==> config.mk <==
export PLATFORM = sky130hd
export DESIGN_NAME = rpt_cycle_ctrl
export DESIGN_NICKNAME = d
export VERILOG_FILES = /design/src/rtl/rptc_pkg.sv /design/src/rtl/rptc_mode_decode.sv /design/src/rtl/rptc_iter_count.sv /design/src/rtl/rptc_cycle_timer.sv /design/src/rtl/rpt_cycle_ctrl.sv
export SDC_FILE = /design/constraint.sdc
export NUM_CORES = 1
export LEC_CHECK = 0
export BUFFER_PORTS_ARGS = -buffer_cell sky130_fd_sc_hd__buf_4
export CORE_ASPECT_RATIO = 1.5
export CORE_MARGIN = 1.5
export CORE_UTILIZATION = 35
export CTS_BUF_LIST = sky130_fd_sc_hd__clkbuf_16
export CTS_CLUSTER_DIAMETER = 200
export DETAILED_ROUTE_END_ITERATION = 8
export GPL_ROUTABILITY_DRIVEN = 0
export PLACE_DENSITY_LB_ADDON = 0.08
export REMOVE_ABC_BUFFERS = 1
export SLEW_MARGIN = 20
export SYNTH_ARGS = -nofsm -noshare
export SYNTH_HDL_FRONTEND = slang
export SYNTH_SLANG_ARGS = --single-unit
==> constraint.sdc <==
create_clock -name clk -period 1.9 [get_ports clk]
set_input_delay 0 -clock clk [delete_from_list [all_inputs] [get_ports clk]]
set_output_delay 0 -clock clk [all_outputs]
set_load 0.02 [all_outputs]
==> src/rtl/rptc_pkg.sv <==
package rptc_pkg;

  localparam int COST_W = 3;

  typedef enum logic [1:0] {
    RM_PLAIN = 2'd0,
    RM_TABLE = 2'd1,
    RM_SLOW  = 2'd2,
    RM_FAST  = 2'd3
  } rpt_mode_e;

  // Mode from instruction flags; table read dominates the paged flag.
  function automatic rpt_mode_e pick_mode(input logic paged, input logic table_rd,
                                          input logic step_ok);
    if (table_rd)             return RM_TABLE;
    else if (paged && step_ok) return RM_FAST;
    else if (paged)           return RM_SLOW;
    else                      return RM_PLAIN;
  endfunction

  // Cycles spent on one iteration.
  function automatic logic [COST_W-1:0] iter_cost(input rpt_mode_e m, input logic first,
                                                  input logic last, input logic near_irq);
    logic [COST_W-1:0] c;
    unique case (m)
      RM_PLAIN: c = COST_W'(1);
      RM_TABLE: c = COST_W'(5);
      RM_SLOW:  c = COST_W'(5);
      default: begin
        if (last)                  c = COST_W'(6);
        else if (first || near_irq) c = COST_W'(5);
        else                       c = COST_W'(1);
      end
    endcase
    return c;
  endfunction

endpackage

==> src/rtl/rptc_mode_decode.sv <==
module rptc_mode_decode
  import rptc_pkg::*;
#(
  parameter int OFS_W = 16
) (
  input  logic             paged,
  input  logic             table_rd,
  input  logic [OFS_W-1:0] step,
  output rpt_mode_e        mode
);
  localparam logic [OFS_W-1:0] STEP_POS = OFS_W'(2);
  localparam logic [OFS_W-1:0] STEP_NEG = ~OFS_W'(1); // two's complement -2

  logic step_ok;
  assign step_ok = (step == STEP_POS) || (step == STEP_NEG);
  assign mode    = pick_mode(paged, table_rd, step_ok);
endmodule

==> src/rtl/rptc_iter_count.sv <==
module rptc_iter_count #(
  parameter int CNT_W = 14
) (
  input  logic             clk,
  input  logic             rst_n,
  input  logic             load,
  input  logic [CNT_W-1:0] load_val,
  input  logic             step,
  output logic [CNT_W-1:0] rem,
  output logic             on_final,
  output logic             next_final
);
  logic [CNT_W-1:0] rem_q;

  always_ff @(posedge clk or negedge rst_n) begin
    if (!rst_n)    rem_q <= '0;
    else if (load) rem_q <= load_val;
    else if (step) rem_q <= rem_q - CNT_W'(1);
  end

  assign rem        = rem_q;
  assign on_final   = (rem_q == '0);
  assign next_final = (rem_q == CNT_W'(1));
endmodule

==> src/rtl/rptc_cycle_timer.sv <==
module rptc_cycle_timer
  import rptc_pkg::*;
(
  input  logic              clk,
  input  logic              rst_n,
  input  logic              load,
  input  logic [COST_W-1:0] cost,
  output logic              at_end,
  output logic [COST_W-1:0] elapsed
);
  logic [COST_W-1:0] left_q;
  logic [COST_W-1:0] len_q;

  always_ff @(posedge clk or negedge rst_n) begin
    if (!rst_n)           left_q <= '0;
    else if (load)        left_q <= cost - COST_W'(1);
    else if (left_q != 0) left_q <= left_q - COST_W'(1);
  end

  // Up-counter kept apart from the down-counter, for checking.
  always_ff @(posedge clk or negedge rst_n) begin
    if (!rst_n)           len_q <= '0;
    else if (load)        len_q <= '0;
    else if (left_q != 0) len_q <= len_q + COST_W'(1);
  end

  assign at_end  = (left_q == '0);
  assign elapsed = len_q;
endmodule

==> src/rtl/rpt_cycle_ctrl.sv <==
module rpt_cycle_ctrl
  import rptc_pkg::*;
#(
  parameter int CNT_W = 14,
  parameter int OFS_W = 16
) (
  input  logic             clk,
  input  logic             rst_n,
  input  logic             start,
  input  logic [CNT_W-1:0] rpt_count,
  input  logic             paged_rd,
  input  logic             tbl_rd,
  input  logic [OFS_W-1:0] pm_step,
  input  logic             irq_req,
  input  logic             irq_return,
  output logic             busy,
  output logic             iter_done,
  output logic             loop_done,
  output logic             parked
);
  typedef enum logic [1:0] {ST_IDLE, ST_RUN, ST_PARK} st_e;

  st_e               st_q, st_d;
  rpt_mode_e         mode_in, mode_q, mode_use;
  logic              park_q;
  logic [CNT_W-1:0]  rem;
  logic              on_final, next_final;
  logic              at_end;
  logic [COST_W-1:0] elapsed;
  logic [COST_W-1:0] cost_new;

  // Named events
  logic running, go_start, iter_end, go_next, go_park, go_resume, iter_start;
  logic last_new, park_new;

  rptc_mode_decode #(.OFS_W(OFS_W)) u_decode (
    .paged(paged_rd), .table_rd(tbl_rd), .step(pm_step), .mode(mode_in)
  );

  assign running    = (st_q == ST_RUN);
  assign go_start   = (st_q == ST_IDLE) && start;
  assign iter_end   = running && at_end;
  assign go_next    = iter_end && !on_final && !park_q;
  assign go_park    = iter_end && !on_final && park_q;
  assign go_resume  = (st_q == ST_PARK) && irq_return;
  assign iter_start = go_start || go_next || go_resume;

  assign last_new = go_start ? (rpt_count == '0) : next_final;
  assign park_new = irq_req && !last_new;
  assign mode_use = go_start ? mode_in : mode_q;
  assign cost_new = iter_cost(mode_use, go_start, last_new, park_new || go_resume);

  rptc_iter_count #(.CNT_W(CNT_W)) u_count (
    .clk(clk), .rst_n(rst_n), .load(go_start), .load_val(rpt_count),
    .step(go_next || go_resume), .rem(rem), .on_final(on_final), .next_final(next_final)
  );

  rptc_cycle_timer u_timer (
    .clk(clk), .rst_n(rst_n), .load(iter_start), .cost(cost_new),
    .at_end(at_end), .elapsed(elapsed)
  );

  always_ff @(posedge clk or negedge rst_n) begin
    if (!rst_n) begin
      mode_q <= RM_PLAIN;
      park_q <= 1'b0;
    end else begin
      if (go_start)   mode_q <= mode_in;
      if (iter_start) park_q <= park_new;
    end
  end

  always_comb begin
    st_d = st_q;
    unique case (st_q)
      ST_IDLE: if (go_start) st_d = ST_RUN;
      ST_RUN: begin
        if (iter_end && on_final) st_d = ST_IDLE;
        else if (go_park)         st_d = ST_PARK;
      end
      ST_PARK: if (irq_return) st_d = ST_RUN;
      default: st_d = ST_IDLE;
    endcase
  end

  always_ff @(posedge clk or negedge rst_n) begin
    if (!rst_n) st_q <= ST_IDLE;
    else        st_q <= st_d;
  end

  assign busy      = running && !at_end;
  assign iter_done = iter_end;
  assign loop_done = iter_end && on_final;
  assign parked    = (st_q == ST_PARK);

  // Assertions
  a_r1_table_five: assert property (@(posedge clk) disable iff (!rst_n)
    (iter_done && mode_q == RM_TABLE) |-> (elapsed == COST_W'(4)));
  a_r2_slow_five: assert property (@(posedge clk) disable iff (!rst_n)
    (iter_done && mode_q == RM_SLOW) |-> (elapsed == COST_W'(4)));
  a_r7_plain_one: assert property (@(posedge clk) disable iff (!rst_n)
    (iter_done && mode_q == RM_PLAIN) |-> (elapsed == COST_W'(0)));
  a_r5_fast_final_six: assert property (@(posedge clk) disable iff (!rst_n)
    (loop_done && mode_q == RM_FAST) |-> (elapsed == COST_W'(5)));
  a_r10_park_holds: assert property (@(posedge clk) disable iff (!rst_n)
    (parked && !irq_return) |=> (parked && $stable(rem)));
  a_r9_quiet_when_parked: assert property (@(posedge clk) disable iff (!rst_n)
    parked |-> (!busy && !iter_done));
  a_r8_idle_after_done: assert property (@(posedge clk) disable iff (!rst_n)
    loop_done |=> (!busy && !iter_done && !parked));
endmodule

# After elaboration in Yosys (flattened, before gate mapping)
# Cells that the tools add are included.
dict set report word_totals {
  register_bits 22
  inputBits 37
  output_inout_bits 4
  elab_cells 65
}
dict set report op_classes {
  addsub 3
  n_eq_ne 10
  mux 17
  reduce_logical 30
}
# cell count
set op_table {}
lappend op_table {{$logic_not A14 Y1} 2}
lappend op_table {{$mux W14} 2}
lappend op_table {{$eq A16 B16 Y1 const B} 1}
lappend op_table {{$eq A16 B2 Y1 const B} 1}
lappend op_table {{$mux W2} 8}
lappend op_table {{$eq A14 B1 Y1 const B} 1}
lappend op_table {{$sub A14 B1 Y14 const B} 1}
lappend op_table {{$mux W3} 4}
lappend op_table {{$logic_and A1 B1 Y1} 10}
lappend op_table {{$logic_or A1 B1 Y1} 6}
lappend op_table {{$pmux W2 S3} 1}
lappend op_table {{$pmux W3 S2} 1}
lappend op_table {{$sub A3 B1 Y3 const B} 2}
lappend op_table {{$eq A2 B1 Y1 const B} 2}
lappend op_table {{$eq A2 B2 Y1 const B} 2}
lappend op_table {{$logic_not A1 Y1} 4}
lappend op_table {{$logic_not A2 Y1} 2}
lappend op_table {{$ne A2 B2 Y1 const B} 2}
lappend op_table {{$reduce_bool A2 Y1} 2}
lappend op_table {{$logic_not A3 Y1} 1}
lappend op_table {{$ne A3 B2 Y1 const B} 1}
lappend op_table {{$reduce_and A3 Y1} 1}
lappend op_table {{$reduce_bool A3 Y1} 1}
lappend op_table {{$reduce_or A2 Y1} 1}
lappend op_table {{$mux W1} 1}

# Depth between registers and ports, before layout
dict set report depth {
  word_depth 12
  ltp_mapped 12
  depth_no_buf 12
}

# Modules after synthesis
# Synthesis repeated with hierarchy kept, for this count alone.
dict set report hier_totals {
  cells_unflattened 171
  area_unflattened_um2 1592.8
}
# mod instances cells_each area_each_um2 seq_area_each_um2
set by_module_without_submodules {}
lappend by_module_without_submodules {rptc_iter_count 1 89 825.8 350.3}
lappend by_module_without_submodules {rpt_cycle_ctrl 1 41 360.3 125.1}
lappend by_module_without_submodules {rptc_cycle_timer 1 28 320.3 150.1}
lappend by_module_without_submodules {rptc_mode_decode 1 13 86.3 0.0}

# Worst setup path before layout
# Ideal clock, no wire load.
dict set report synth_path {
  kind {reg-to-reg}
  from {reg st_q[1]}
  to {reg u_timer.left_q[2]}
  setup_time_ns 0.133
  arrival_time_ns 2.009
  slack_ns -0.242
  path_stages_with_launch 10
  n_path_buf 1
  period_less_slack_ns 2.142
  path_cell_list {dfrtp_1 > or3b_1 > clkbuf_1 > o21ai_0 > ha_1 > nand3_1 > a21boi_1 > ha_1 > a21oi_1 > a22oi_1}
}
dict set report synth_between {
  word_cells_on_any_way 26
  cone_classes {1 x add/sub; 4 x eq/ne; 6 x mux; 15 x reduce/logical}
}
# element line_no
set synth_rtl {}
lappend synth_rtl {{start: declaration} rpt_cycle_ctrl.sv:23} ;# st_e st_q, st_d;
lappend synth_rtl {{start signal: assignment} rpt_cycle_ctrl.sv:88} ;# else st_q <= st_d;
lappend synth_rtl {{$logic_not A2 Y1 (*)} rpt_cycle_ctrl.sv:41} ;# assign go_start = (st_q == ST_IDLE) && start;
lappend synth_rtl {{$logic_and A1 B1 Y1 (*)} rpt_cycle_ctrl.sv:41}
lappend synth_rtl {{$mux W2 (*)} -}
lappend synth_rtl {{via mode_use[0]} rpt_cycle_ctrl.sv:24} ;# rpt_mode_e mode_in, mode_q, mode_use;
lappend synth_rtl {{$eq A2 B2 Y1 / $eq A2 B1 Y1 (equally long branches)} rptc_pkg.sv:25} ;# unique case (m)
lappend synth_rtl {{$reduce_or A2 Y1 (no source line)} -}
lappend synth_rtl {{$pmux W3 S2 (*)} rptc_pkg.sv:25}
lappend synth_rtl {{$sub A3 B1 Y3 (*)} rptc_cycle_timer.sv:16} ;# else if (load) left_q <= cost - COST_W'(1);
lappend synth_rtl {{$mux W3 (*)} rptc_cycle_timer.sv:16}
lappend synth_rtl {{end signal: assignment} rptc_cycle_timer.sv:16}
lappend synth_rtl {{end signal: assignment} rptc_cycle_timer.sv:17} ;# else if (left_q != 0) left_q <= left_q - COST_W'(1);
lappend synth_rtl {{end: declaration} rptc_cycle_timer.sv:11} ;# logic [COST_W-1:0] left_q;
# The timed path passes the listed nets; every way through them passes the cells marked *.
# A chain may end at the register's enable or synchronous reset.

# Worst setup path after layout
dict set report layout_path {
  from {reg u_count.rem_q[0] (netlist: u_count.rem[0])}
  to {reg u_count.rem_q[12] (netlist: u_count.rem[12])}
}
dict set report layout_between {
  elab_chain_len 6
  word_cells_on_any_way 9
  cone_classes {1 x add/sub; 2 x mux; 6 x reduce/logical}
}
# element line_no
set layout_rtl {}
lappend layout_rtl {{start: declaration} rptc_iter_count.sv:13} ;# logic [CNT_W-1:0] rem_q;
lappend layout_rtl {{start signal: assignment} rptc_iter_count.sv:17} ;# else if (load) rem_q <= load_val;
lappend layout_rtl {{start signal: assignment} rptc_iter_count.sv:18} ;# else if (step) rem_q <= rem_q - CNT_W'(1);
lappend layout_rtl {{branches (longest 6 deep; another with $sub A14 B1 Y14)} -}
# Several ways; the timed one is not identified. The select of a mux whose other input is x is not followed.

==> results.md <==
- The flow ran to the end, but the final reports show violations.
- The checks that failed: setup timing.
- The number of pins with negative max-slew slack in the final report is 0.
- In the post-synthesis netlist, the biggest area contributors are dfrtp_1 (36%), nand2_1 (5.6%), a21oi_1 (4.3%).
- The number of failing hold endpoints at the final stage is 0.
- For this run, the top clock speed supported by timing is 0.504 GHz.
- For this configuration, the core starts out at a cell density of 0.364.
- Leaving out fill and tap cells, the most frequent cells in the layout are buf_4 (88), dfrtp_1 (22), nand2_1 (20).
- For this run, the total global-route usage over all layers was measured as 0.224.
- The number of different library cells used by synthesis comes to 50.
- TritonCTS built the clock tree.
- The top-area cell type share of the netlist area is 0.360.
- Counting flops with a built-in enable in the synthesized netlist gives 0.
- The pin count of the biggest net entering global routing is 23.
- The largest delay contributor family on the critical path is simple AND/OR/NAND/NOR gates.
- The count of antenna diodes in the layout is 0.
- In the final layout, the multi-input gates occupy 0.00109 mm2.
- The post-detailed-route wirelength per cell is 17.2 um.
- The power density over the cells is 1520 mW/mm2.
- The most area-hungry cell type in the Yosys netlist is dfrtp_1.
- The critical-path cell with the highest stage delay is or4b_4.
- The detailed-routing iteration count for the pre-antenna-repair pass is 4.
- The static leakage is 1.18 nW.
- The arrival time of the worst setup path is 2.13 ns.
- The height of the die is 84.0 um.
- For the pin with the worst max-slew slack, the measured transition is 0.328 ns.
- The share of async-settable or async-resettable flops after synthesis is 1.00.
- The horizontal die dimension is 57.0 um.
- The startpoint type of the worst setup path is a flip-flop.
- The vias after detailed routing is 1808.
- The pre-CTS setup slack is -0.298 ns.
- The sort of element at the end of the critical path is a flip-flop.
- Input and output buffers added on the ports amount to 40.
- In the post-route analysis, the smallest setup slack over all paths is -0.0826 ns.
- The clock net in this run drives a total of 22 sinks.
- In this design, the critical path's most frequently occurring cell is nor3_4.
- For this run, the post-layout net count is 322.
- Setup repair after global routing could not meet its margin everywhere.
- The number of antenna violations at the first check in global routing is 0.
- The critical path required time is 2.04 ns.
- The number of design rule violations left after detail routing is 0.
- After layout, the minimum clock period comes to 1.98 ns.
- In the final layout, flip-flops and latches occupy 551 um2.
- 41 I/O pins were placed.
- The number of register bits inferred by synthesis is 22.
- The combined buffer and inverter count along the critical path is 2.
- The reported max-cap violation count is 0.
- CTS built an H-tree with a depth of 1.
- On the worst path, the slowest cell contributes a delay of 0.47 ns.
- The proportion of layout cells with a drive suffix above 1 is 0.529.
- The cell area after synthesis is 0.00153 mm2.
- The clock transition at the register clock pins on the worst setup and hold paths after CTS is 0.06 ns.
- The remaining global-route overflow is 0.
- The source-to-sink clock delay at the later pin of the worst-skew pair is 0.26 ns.
- The tree is rooted in a clkbuf_16.
- The total of endpoints with negative setup slack in the final report is 3.
- Clock tree synthesis inserted a total of 3 buffers.
- After detailed routing, the number of vias per cell comes to 5.58.
- The most common cell after layout, fill and taps aside is buf_4.
- For this run, the register share of the synthesized area comes to 0.360.
- After detailed placement, the total cell area comes to 0.00216 mm2.
- The gate count of the mapped netlist is 181.
- The cell area after layout is 0.00266 mm2.
- The critical path in this run is classified as reg -> reg.
- The routed design has 5570 um of wire.
- The layout overhead on the synthesized area is 73.7%.
- Including well taps, the total number of placed cells is 300.
- The post-route fraction of the period consumed by the critical path is 1.04.
- The antenna violation net count after detailed routing is 0.
- Walking the worst path, the cells encountered are inv_2, buf_4, ha_4, or4b_4, nor3_4, nand2_2, nor3_4, a31oi_1, o22a_1.
- The classification of the worst-slack hold path is in -> reg.
- The post-DP HPWL is 3860 um.
- Along the worst path, the maximum fanout reaches 2.
- The count of placed standard cells in the final layout, fillers left out is 324.
- The largest vdd supply drop is 0.000957 V.
- The count of synthesis-stage warnings from yosys is 0.
- The clock skew is 0.00609 ns.
- The mean area per synthesized cell is 8.45 um2.
- The first-pass GRT wire length is 8420 um.
- The violation count after the first detailed-route iteration is 55.
- The dominant register cell in the synthesized netlist is dfrtp_1.
- The worst-case headroom to the max-slew limit is 0.781.
- The area inside the core boundary is 0.00421 mm2.
- The via count of the first global-routing pass came to 1872.
- The die area is 0.00479 mm2.
- The largest buffer count on any clock path is 2.
- Fill cells in the final layout number 371.
- Row generation in the floorplan step produced 29 rows.
## metal layers
metal,global-route usage,wire length [um],share of wire,vias up
met5,0,0,0,-
met4,0.0655,131,0.024,0
met3,0.0295,130,0.023,11
met2,0.445,3260,0.59,43
met1,0.231,2040,0.37,882
li1,-,-,-,872
## worst paths after layout
check | from | slack (ns) | to | cells after the start
min in group asynchronous | rst_n | 0.18 | mode_q[0]$_DFF_PN0_ | 2
worst min-delay path | rpt_count[6] | 0.04 | u_count.rem[6]$_DFFE_PN0P_ | 3
max in group asynchronous | rst_n | 1.47 | u_count.rem[11]$_DFFE_PN0P_ | 2
worst max register to register | u_count.rem[0]$_DFFE_PN0P_ | -0.08 | u_count.rem[12]$_DFFE_PN0P_ | 9
worst min register to register | mode_q[0]$_DFF_PN0_ | 0.54 | mode_q[0]$_DFF_PN0_ | 2
worst max-delay path | u_count.rem[0]$_DFFE_PN0P_ | -0.08 | u_count.rem[12]$_DFFE_PN0P_ | 9
## cell families after synthesis
kind of cell,after synthesis,synth area share
buffers and inverters,13,0.0409
AO/OA/AOI/OAI,58,0.242
AND/OR/NAND/NOR,81,0.303
adder cells (fa/ha/maj),5,0.0409
multiplexers,2,0.0131
flip-flops,22,0.360
## metrics by stage
stage / hold WS, ns / util / setup TNS (ns) / total power, mW
finish: 0.0359 / 0.631 / -0.176 / 4.03
detailed placement: -0.0775 / 0.513 / -0.835 / 2.77
floorplan: -0.296 / - / -4.25 / 1.81
global route: 0.0385 / 0.631 / -0.727 / 4.28
CTS: 0.0189 / 0.576 / -0.252 / 3.61
global placement: -0.0789 / 0.513 / -0.333 / 2.70
## what timing repair did
| action | CTS | global route |
|---|---|---|
| pin swaps | 7 | 18 |
| hold buffers | 1 | 0 |
| endpoints found under the hold margin | 22 | 0 |
| gates resized for setup | 26 | 29 |
| endpoints found under the setup margin | 10 | 17 |
| setup buffers | 5 | 13 |
| cloned | 1 | 1 |
## state kept, by name (all words and copies together) (netlist names)
signal	flops
mode_q	2
u_count.rem	14
u_timer.left_q	3
st_q	2
park_q	1
## tightest hold or removal path, delay by kind of cell
kind	cells	cell delay [ns]
AOI/OAI and AO/OA	2	0.16
buffers and inverters	1	0.09
## cells in the mapped netlist, types with 2 or more instances
cell type	count
nand2_1	23
dfrtp_1	22
nor2_1	17
a21oi_1	13
o21ai_1	11
o21ai_0	9
inv_1	6
nor4_1	6
ha_1	5
nand4_1	5
nand3_1	4
o22ai_1	4
a22oi_1	3
a31oi_1	3
clkbuf_1	3
nor2b_1	3
nor3_1	3
nor3_2	3
a22o_1	2
buf_2	2
mux2i_1	2
nand2b_1	2
o31ai_1	2
or2_2	2
## final cells by class
type	count	share of cell area
Sequential cell	22	0.207
Clock buffer	3	0.0282
Timing Repair Buffer	101	0.323
Tap cell	46	0.0217
Inverter	6	0.00847
Multi-Input combinational cell	146	0.412
## power by group
group	internal (mW)	total, mW	switching, mW	leakage, nW
Clock	0.279	0.460	0.181	0.0370
Sequential	0.694	0.945	0.251	0.265
Combinational	1.41	2.63	1.22	0.877
Total	2.38	4.03	1.65	1.18
Note: power is estimated with default switching activity, not from simulation.
